--- src/rtl/eeprom_emu_backend.sv ---
module eeprom_emu_backend #(
  parameter int AW   = 8,
  parameter int DW   = 8,
  parameter int NWIN = 4,
  localparam int DEPTH = 1 << AW,
  localparam int IW    = (NWIN > 1) ? $clog2(NWIN) : 1
) (
  input  logic          clk,
  input  logic          rst_n,
  input  logic          ev_wr_start,
  input  logic          ev_rd_start,
  input  logic          ev_stop,
  input  logic          rx_valid,
  input  logic [DW-1:0] rx_data,
  input  logic          tx_req,
  output logic          tx_valid,
  output logic [DW-1:0] tx_data,
  input  logic          cfg_wr,
  input  logic          cfg_del,
  input  logic [IW-1:0] cfg_idx,
  input  logic [AW-1:0] cfg_start,
  input  logic [AW:0]   cfg_len,
  output logic          cfg_done,
  output logic          cfg_err,
  output logic          note_valid,
  output logic [IW-1:0] note_idx,
  output logic [AW-1:0] note_addr,
  output logic [DW-1:0] note_data
);

  logic [DW-1:0]   mem [DEPTH];
  logic [AW-1:0]   ptr;
  logic            load_next;
  logic [NWIN-1:0] w_ok, hit, pend, grant;
  logic [AW-1:0]   w_lo [NWIN];
  logic [AW-1:0]   w_hi [NWIN];
  logic [AW-1:0]   p_addr [NWIN];
  logic [DW-1:0]   p_data [NWIN];

  wire store = rx_valid && !load_next;
  wire fetch = tx_req && !rx_valid;
  wire [AW+1:0] cfg_sum = {1'b0, cfg_start} + {1'b0, cfg_len};
  wire cfg_bad = (cfg_len == '0) || (cfg_sum > (AW+2)'(DEPTH));
  wire [AW-1:0] cfg_end = AW'(cfg_sum - 1'b1);

  always_ff @(posedge clk) begin
    if (!rst_n) begin
      ptr       <= '0;
      load_next <= 1'b0;
    end else begin
      if (rx_valid)   ptr <= load_next ? AW'(rx_data) : ptr + 1'b1;
      else if (fetch) ptr <= ptr + 1'b1;
      if (ev_stop || ev_rd_start) load_next <= 1'b0;
      else if (ev_wr_start)       load_next <= 1'b1;
      else if (rx_valid)          load_next <= 1'b0;
    end
  end

  always_ff @(posedge clk) begin
    if (store) mem[ptr] <= rx_data;
  end

  always_ff @(posedge clk) begin
    if (!rst_n) begin
      tx_valid <= 1'b0;
      tx_data  <= '0;
    end else begin
      tx_valid <= fetch;
      if (fetch) tx_data <= mem[ptr];
    end
  end

  always_ff @(posedge clk) begin
    if (!rst_n) begin
      cfg_done <= 1'b0;
      cfg_err  <= 1'b0;
    end else begin
      cfg_done <= cfg_wr || cfg_del;
      cfg_err  <= cfg_wr && cfg_bad;
    end
  end

  for (genvar g = 0; g < NWIN; g++) begin : g_win
    assign hit[g] = w_ok[g] && (ptr >= w_lo[g]) && (ptr <= w_hi[g]);

    always_ff @(posedge clk) begin
      if (!rst_n) begin
        w_ok[g] <= 1'b0;
        w_lo[g] <= '0;
        w_hi[g] <= '0;
      end else if (cfg_wr && cfg_idx == IW'(g)) begin
        if (!cfg_bad) begin
          w_ok[g] <= 1'b1;
          w_lo[g] <= cfg_start;
          w_hi[g] <= cfg_end;
        end
      end else if (cfg_del && cfg_idx == IW'(g)) begin
        w_ok[g] <= 1'b0;
      end
    end

    always_ff @(posedge clk) begin
      if (!rst_n) begin
        pend[g]   <= 1'b0;
        p_addr[g] <= '0;
        p_data[g] <= '0;
      end else if (store && hit[g]) begin
        pend[g]   <= 1'b1;
        p_addr[g] <= ptr;
        p_data[g] <= rx_data;
      end else if (grant[g]) begin
        pend[g] <= 1'b0;
      end
    end
  end

  assign grant      = pend & (~pend + 1'b1);
  assign note_valid = |pend;

  always_comb begin
    note_idx = '0;
    for (int i = NWIN - 1; i >= 0; i--)
      if (pend[i]) note_idx = IW'(i);
  end

  assign note_addr = p_addr[note_idx];
  assign note_data = p_data[note_idx];

  AST_PTR_LOAD: assert property (@(posedge clk) disable iff (!rst_n)
    rx_valid && load_next |=> ptr == $past(AW'(rx_data)) && !load_next);
  AST_PTR_STORE_INC: assert property (@(posedge clk) disable iff (!rst_n)
    rx_valid && !load_next |=> ptr == AW'($past(ptr) + 1'b1));
  AST_PTR_FETCH_INC: assert property (@(posedge clk) disable iff (!rst_n)
    tx_req && !rx_valid |=> tx_valid && ptr == AW'($past(ptr) + 1'b1));
  AST_FLAG_SET: assert property (@(posedge clk) disable iff (!rst_n)
    ev_wr_start && !ev_rd_start && !ev_stop |=> load_next);
  AST_FLAG_CLEAR: assert property (@(posedge clk) disable iff (!rst_n)
    ev_rd_start || ev_stop |=> !load_next);
  AST_CFG_RESPONSE: assert property (@(posedge clk) disable iff (!rst_n)
    cfg_wr || cfg_del |=> cfg_done);
  AST_DEL_NO_ERR: assert property (@(posedge clk) disable iff (!rst_n)
    cfg_del && !cfg_wr |=> !cfg_err);
  AST_NOTE_DRAIN: assert property (@(posedge clk) disable iff (!rst_n)
    note_valid && !store |=> $countones(pend) == $countones($past(pend)) - 1);

endmodule

--- config.mk ---
export PLATFORM = sky130hd
export DESIGN_NAME = eeprom_emu_backend
export DESIGN_NICKNAME = d
export VERILOG_FILES = /design/src/rtl/eeprom_emu_backend.sv
export SDC_FILE = /design/constraint.sdc
export NUM_CORES = 2
export LEC_CHECK = 0
export BUFFER_PORTS_ARGS = -buffer_cell sky130_fd_sc_hd__buf_2
export CORE_AREA = 2 2 319 448
export CTS_CLUSTER_SIZE = 8
export DETAILED_ROUTE_END_ITERATION = 8
export DIE_AREA = 0 0 321 450
export HOLD_SLACK_MARGIN = 0.12
export PLACE_DENSITY_LB_ADDON = 0.08
export SLEW_MARGIN = 40
export SYNTH_ARGS = -nofsm -noshare
export SYNTH_HDL_FRONTEND = slang
export SYNTH_SLANG_ARGS = --single-unit
--- constraint.sdc ---
create_clock -name clk -period 5.8 [get_ports clk]
set_input_delay 0.29 -clock clk [delete_from_list [all_inputs] [get_ports clk]]
set_output_delay 0.29 -clock clk [all_outputs]
set_load 0.01 [all_outputs]
==> results.txt <==
The clock transition at the registers of the reported paths is around 0.050 ns. The count of buffers added on input and output ports is 65. The largest stage delay on the critical path is 0.73 ns. The count of buffering cells on the critical path with inverters included is 2.

The mean area per synthesized cell came out at 19.8 µm². The number of antenna violations at the first check in global routing came out at 7. After the first detailed-routing iteration, the DRC count stood at a little over 6000. The routability congestion estimate is 0.934. Cell internal power was estimated by the tool at ~29 mW.

The clock drives about 2200 sinks. TritonCTS built the clock tree. The element type at the critical path start is a register. The critical path goes through buf_4 > buf_12 > mux4_2 > o21ai_0 > a21oi_1 > a21oi_1 > o31ai_1 > a211oi_1 > a31oi_1. The post-detailed-routing wire length came out at 240000 µm.

The highest clock frequency the design can meet is approximately 220 MHz. The number of hold-slack violations in the final timing report came out at 0. From bottom edge to top edge, the die measures between 400 and 500 µm. Summing over every cut layer, the via total after detailed routing is 46300. The minimum period implied by the final worst setup slack is 4.52 ns.

The relative contribution of the clock network to total power is 0.448. The clock arrives with roughly 0.042 ns of skew. The die covers about 0.14 mm².

The cell type with the largest total area after synthesis is sky130_fd_sc_hd__edfxtp_1. The slew of the pin with the lowest slew margin came out at 0.983 ns. The portion of total power attributed to combinational logic is 0.068. The design draws ~37 mW. At the placement stage, the worst setup path has a slack of 1.43 ns.

The number of instances in the synthesized netlist is 4444. The remaining max-slew budget at the tightest pin is 0.342. The final HPWL from detailed placement came out at between 100000 and 150000 µm. The via-per-instance ratio is roughly 7.0. The min-delay analysis places its worst path in the category input pin to register. The initial utilization of the core area, before any placement, comes to 0.627. The worst hold path depth came out at 5.

The global-route usage over all layers came out at 0.338. The critical path class is register to register. The number of global-route vias before repair came to 47300.

The leakage power came out at 32.1 nW. The post-route clock period utilization is 0.780. Across the VDD grid, the largest voltage drop is between 0.0002 and 0.0003 V.

The number of placed I/O pins is 66. The number of core rows is 163. Counting the buffers created by CTS gives approximately 330. Counting stages on the worst path, the most repeated cell is sky130_fd_sc_hd__a21oi_1. The cell count of the worst reg-to-reg path came out at 9. The worst setup path is captured at a register.

The fraction of layout instances using a drive strength above 1 is 0.256. The share of total power dissipated in sequential elements is 0.484. The most used flip-flop cell after synthesis is sky130_fd_sc_hd__edfxtp_1.

In this run the clock root is driven by a sky130_fd_sc_hd__clkbuf_16. Counting flops with an async set or reset pin after synthesis yields a share of 0. The number of enable flip-flop cells after synthesis is 2176.

The final number of max-transition violations came out at 0. The first-pass GRT wire length is 341000 µm. The cell with the largest stage delay on the worst path is sky130_fd_sc_hd__dfxtp_4.

The distinct cell type count of the synthesized netlist came out at between 70 and 80. The share of the Yosys chip area taken by registers is 0.749. The arrival time at the worst endpoint is roughly 5.3 ns.

The top cell family by delay on the critical path is compound AO/OA/AOI/OAI gates. The flow ran to the end, and the final reports show no timing, DRC or antenna violations. In the routed design, unresolved DRC markers number 0. During synthesis, Yosys emitted a total of 0 warnings. The area fraction of the dominant cell type after synthesis is 0.743. Setup repair after global routing left no endpoint under its margin. For this run, the post-layout net count is around 4900. The post-synthesis instance area came out at ~0.09 mm².

The total net switching power came out at about 8 mW. The core box area is between 0.1 and 0.15 mm². The count of nets left with antenna violations once routing finished came out at 0. The share of total power consumed by net switching came out at 0.215. Synthesis inferred around 2200 register bits.

The tool flagged a number of max-cap violations equal to 0. The power density normalized to cell area came out at roughly 360 mW/mm². STA puts the critical path data required time at approximately 6.6 ns. The synthesis-to-finish area growth came out at 14.0%. The path length in cells of the critical path came out at 9.

The H-tree depth is 5. The synthesized netlist net count came out at ~4600. The floorplan step set the die width to roughly 320 µm. In the post-route analysis, the smallest setup slack over all paths is around 1.3 ns. The pre-antenna-repair detailed-routing pass consisted of 6 iterations. For this run the aggregate overflow at the end of global routing stands at 0. After synthesis, the cell types taking the most area are sky130_fd_sc_hd__edfxtp_1 (74%), sky130_fd_sc_hd__mux4_2 (14%), sky130_fd_sc_hd__nor2_1 (1.5%). The routed wire length per instance came out at 36.1 µm.

The highest fanout seen on the critical path came out at between 50 and 60. The maximum number of pins on one net before global-route repair is 190. The number of buffers between clock root and the deepest sink came out at 4. The number of failing setup endpoints in the final timing report is 0.

The final-layout setup total negative slack is 0 ns. The later pin in the worst-skew pair is clocked with a latency of 0.92 ns.
-- path summary, 6_finish.rpt --
path,from,endpoint,slack (ns)
max,ptr[0]$_SDFFE_PN0P_,tx_data[0]$_SDFFE_PN0P_,1.28
min,cfg_len[2],w_hi[0][2]$_SDFFCE_PN0P_,0.21
max reg2reg,ptr[0]$_SDFFE_PN0P_,tx_data[0]$_SDFFE_PN0P_,1.28
min reg2reg,pend[3]$_SDFFE_PN0P_,pend[3]$_SDFFE_PN0P_,0.50
-- synthesized netlist by cell type, drive strengths merged, types with 10 or more instances --
cell type / instances
nor2: 355
nor3: 44
dfxtp: 28
nor4: 13
nand4: 26
o21a: 14
nand2b: 24
a31oi: 12
nor2b: 26
o211ai: 17
ha: 78
a22oi: 50
mux4: 533
a21oi: 75
buf: 136
mux2i: 98
and2: 82
mux2: 10
clkbuf: 111
a221oi: 13
and3: 28
nand3: 42
a21o: 27
a211oi: 22
o21ai: 66
inv: 71
a22o: 10
a2111oi: 18
edfxtp: 2176
nand2: 144
-- cell families (layout without fill, tap and decap cells) --
| family | count (synthesis) | in the layout | synth area share |
|---|---|---|---|
| AND/OR/NAND/NOR | 809 | 809 | 0.0428 |
| AO/OA/AOI/OAI | 377 | 377 | 0.0292 |
| multiplexers | 641 | 641 | 0.149 |
| XOR/XNOR | 14 | 14 | 0.00139 |
| flip-flops | 2204 | 2204 | 0.749 |
| other | 0 | 3 | 0 |
| adder cells (fa/ha/maj) | 79 | 79 | 0.0113 |
| buffers and inverters | 320 | 696 | 0.0169 |
-- power groups by stage --
stage	clock network (mW)	registers, mW	logic (mW)
floorplan	0	17.9	1.41
global placement	0	18.0	2.37
detailed placement	0	18.0	2.42
CTS	16.4	17.7	2.46
global route	17.1	17.7	2.58
finish	16.4	17.7	2.48
-- sequential cells by signal, indices dropped and copies added, names as in the netlist, 4 cells and up --
signal	count
ptr	8
w_ok	4
w_lo	32
mem	2048
tx_data	8
w_hi	32
p_data	32
pend	4
p_addr	32
-- cell type report --
cell class                      count  area [µm²]
Sequential cell                  2204       65900
Fill cell                        8372       40100
Timing Repair Buffer              241        2200
Antenna cell                        3        7.51
Clock buffer                      376        8470
Multi-Input combinational cell   1920       21000
Clock inverter                      6        81.3
Tap cell                         1815        2270
Inverter                           73         279
-- stage by stage --
step,utilization,hold slack (ns),instance area (µm²),std cells
2_1_floorplan,-,0.367,87900,4444
3_3_place_gp,0.647,0.453,90800,6208
3_5_place_dp,0.649,0.457,91000,6214
4_1_cts,0.712,0.167,99900,6631
5_1_grt,0.714,0.257,100000,6636
6_report,0.714,0.213,100000,6638
-- layout by cell type (no fill, tap or decap), types with 22 or more instances in the layout --
| master | netlist | routed |
|---|---|---|
| sky130_fd_sc_hd__nand2b_1 | 24 | 24 |
| sky130_fd_sc_hd__nand3_1 | 42 | 40 |
| sky130_fd_sc_hd__buf_2 | 68 | 58 |
| sky130_fd_sc_hd__clkbuf_16 | 0 | 332 |
| sky130_fd_sc_hd__and3_1 | 28 | 28 |
| sky130_fd_sc_hd__and2_1 | 78 | 78 |
| sky130_fd_sc_hd__o21ai_0 | 66 | 64 |
| sky130_fd_sc_hd__a21oi_1 | 75 | 74 |
| sky130_fd_sc_hd__mux2i_1 | 98 | 98 |
| sky130_fd_sc_hd__nor3_1 | 44 | 39 |
| sky130_fd_sc_hd__mux4_2 | 533 | 533 |
| sky130_fd_sc_hd__inv_1 | 70 | 70 |
| sky130_fd_sc_hd__edfxtp_1 | 2176 | 2176 |
| sky130_fd_sc_hd__buf_4 | 32 | 111 |
| sky130_fd_sc_hd__dlygate4sd3_1 | 0 | 35 |
| sky130_fd_sc_hd__nor2b_1 | 26 | 22 |
| sky130_fd_sc_hd__nor2_1 | 346 | 262 |
| sky130_fd_sc_hd__nand4_1 | 26 | 26 |
| sky130_fd_sc_hd__ha_1 | 78 | 78 |
| sky130_fd_sc_hd__nand2_1 | 144 | 138 |
| sky130_fd_sc_hd__buf_12 | 0 | 22 |
| sky130_fd_sc_hd__clkbuf_1 | 111 | 44 |
| sky130_fd_sc_hd__a21o_1 | 27 | 27 |
| sky130_fd_sc_hd__nor2_2 | 8 | 92 |
| sky130_fd_sc_hd__a22oi_1 | 50 | 50 |
-- worst reg2reg max path: stages, from the launching register on --
cell and delay (ns):
sky130_fd_sc_hd__dfxtp_4 0.73, sky130_fd_sc_hd__buf_4 0.41, sky130_fd_sc_hd__buf_12 0.40, sky130_fd_sc_hd__mux4_2 0.60
sky130_fd_sc_hd__o21ai_0 0.51, sky130_fd_sc_hd__a21oi_1 0.38, sky130_fd_sc_hd__a21oi_1 0.27, sky130_fd_sc_hd__o31ai_1 0.21
sky130_fd_sc_hd__a211oi_1 0.70, sky130_fd_sc_hd__a31oi_1 0.16
-- metal layers --
layer  vias to the layer above  GRT usage  part of all wire
li1                      18700          -                 -
met1                     24200      0.421              0.34
met2                      2791      0.546              0.49
met3                       662     0.0786             0.095
met4                         6      0.205             0.069
met5                         -          0           0.00015
-- what timing repair did --
item | CTS | global route
setup buffers | 0 | 0
resized for setup | 0 | 0
hold buffers | 35 | 0
setup endpoints to repair | 0 | 0
endpoints found under the hold margin | 588 | 0
No activity file was read; power rests on OpenSTA's default activity.
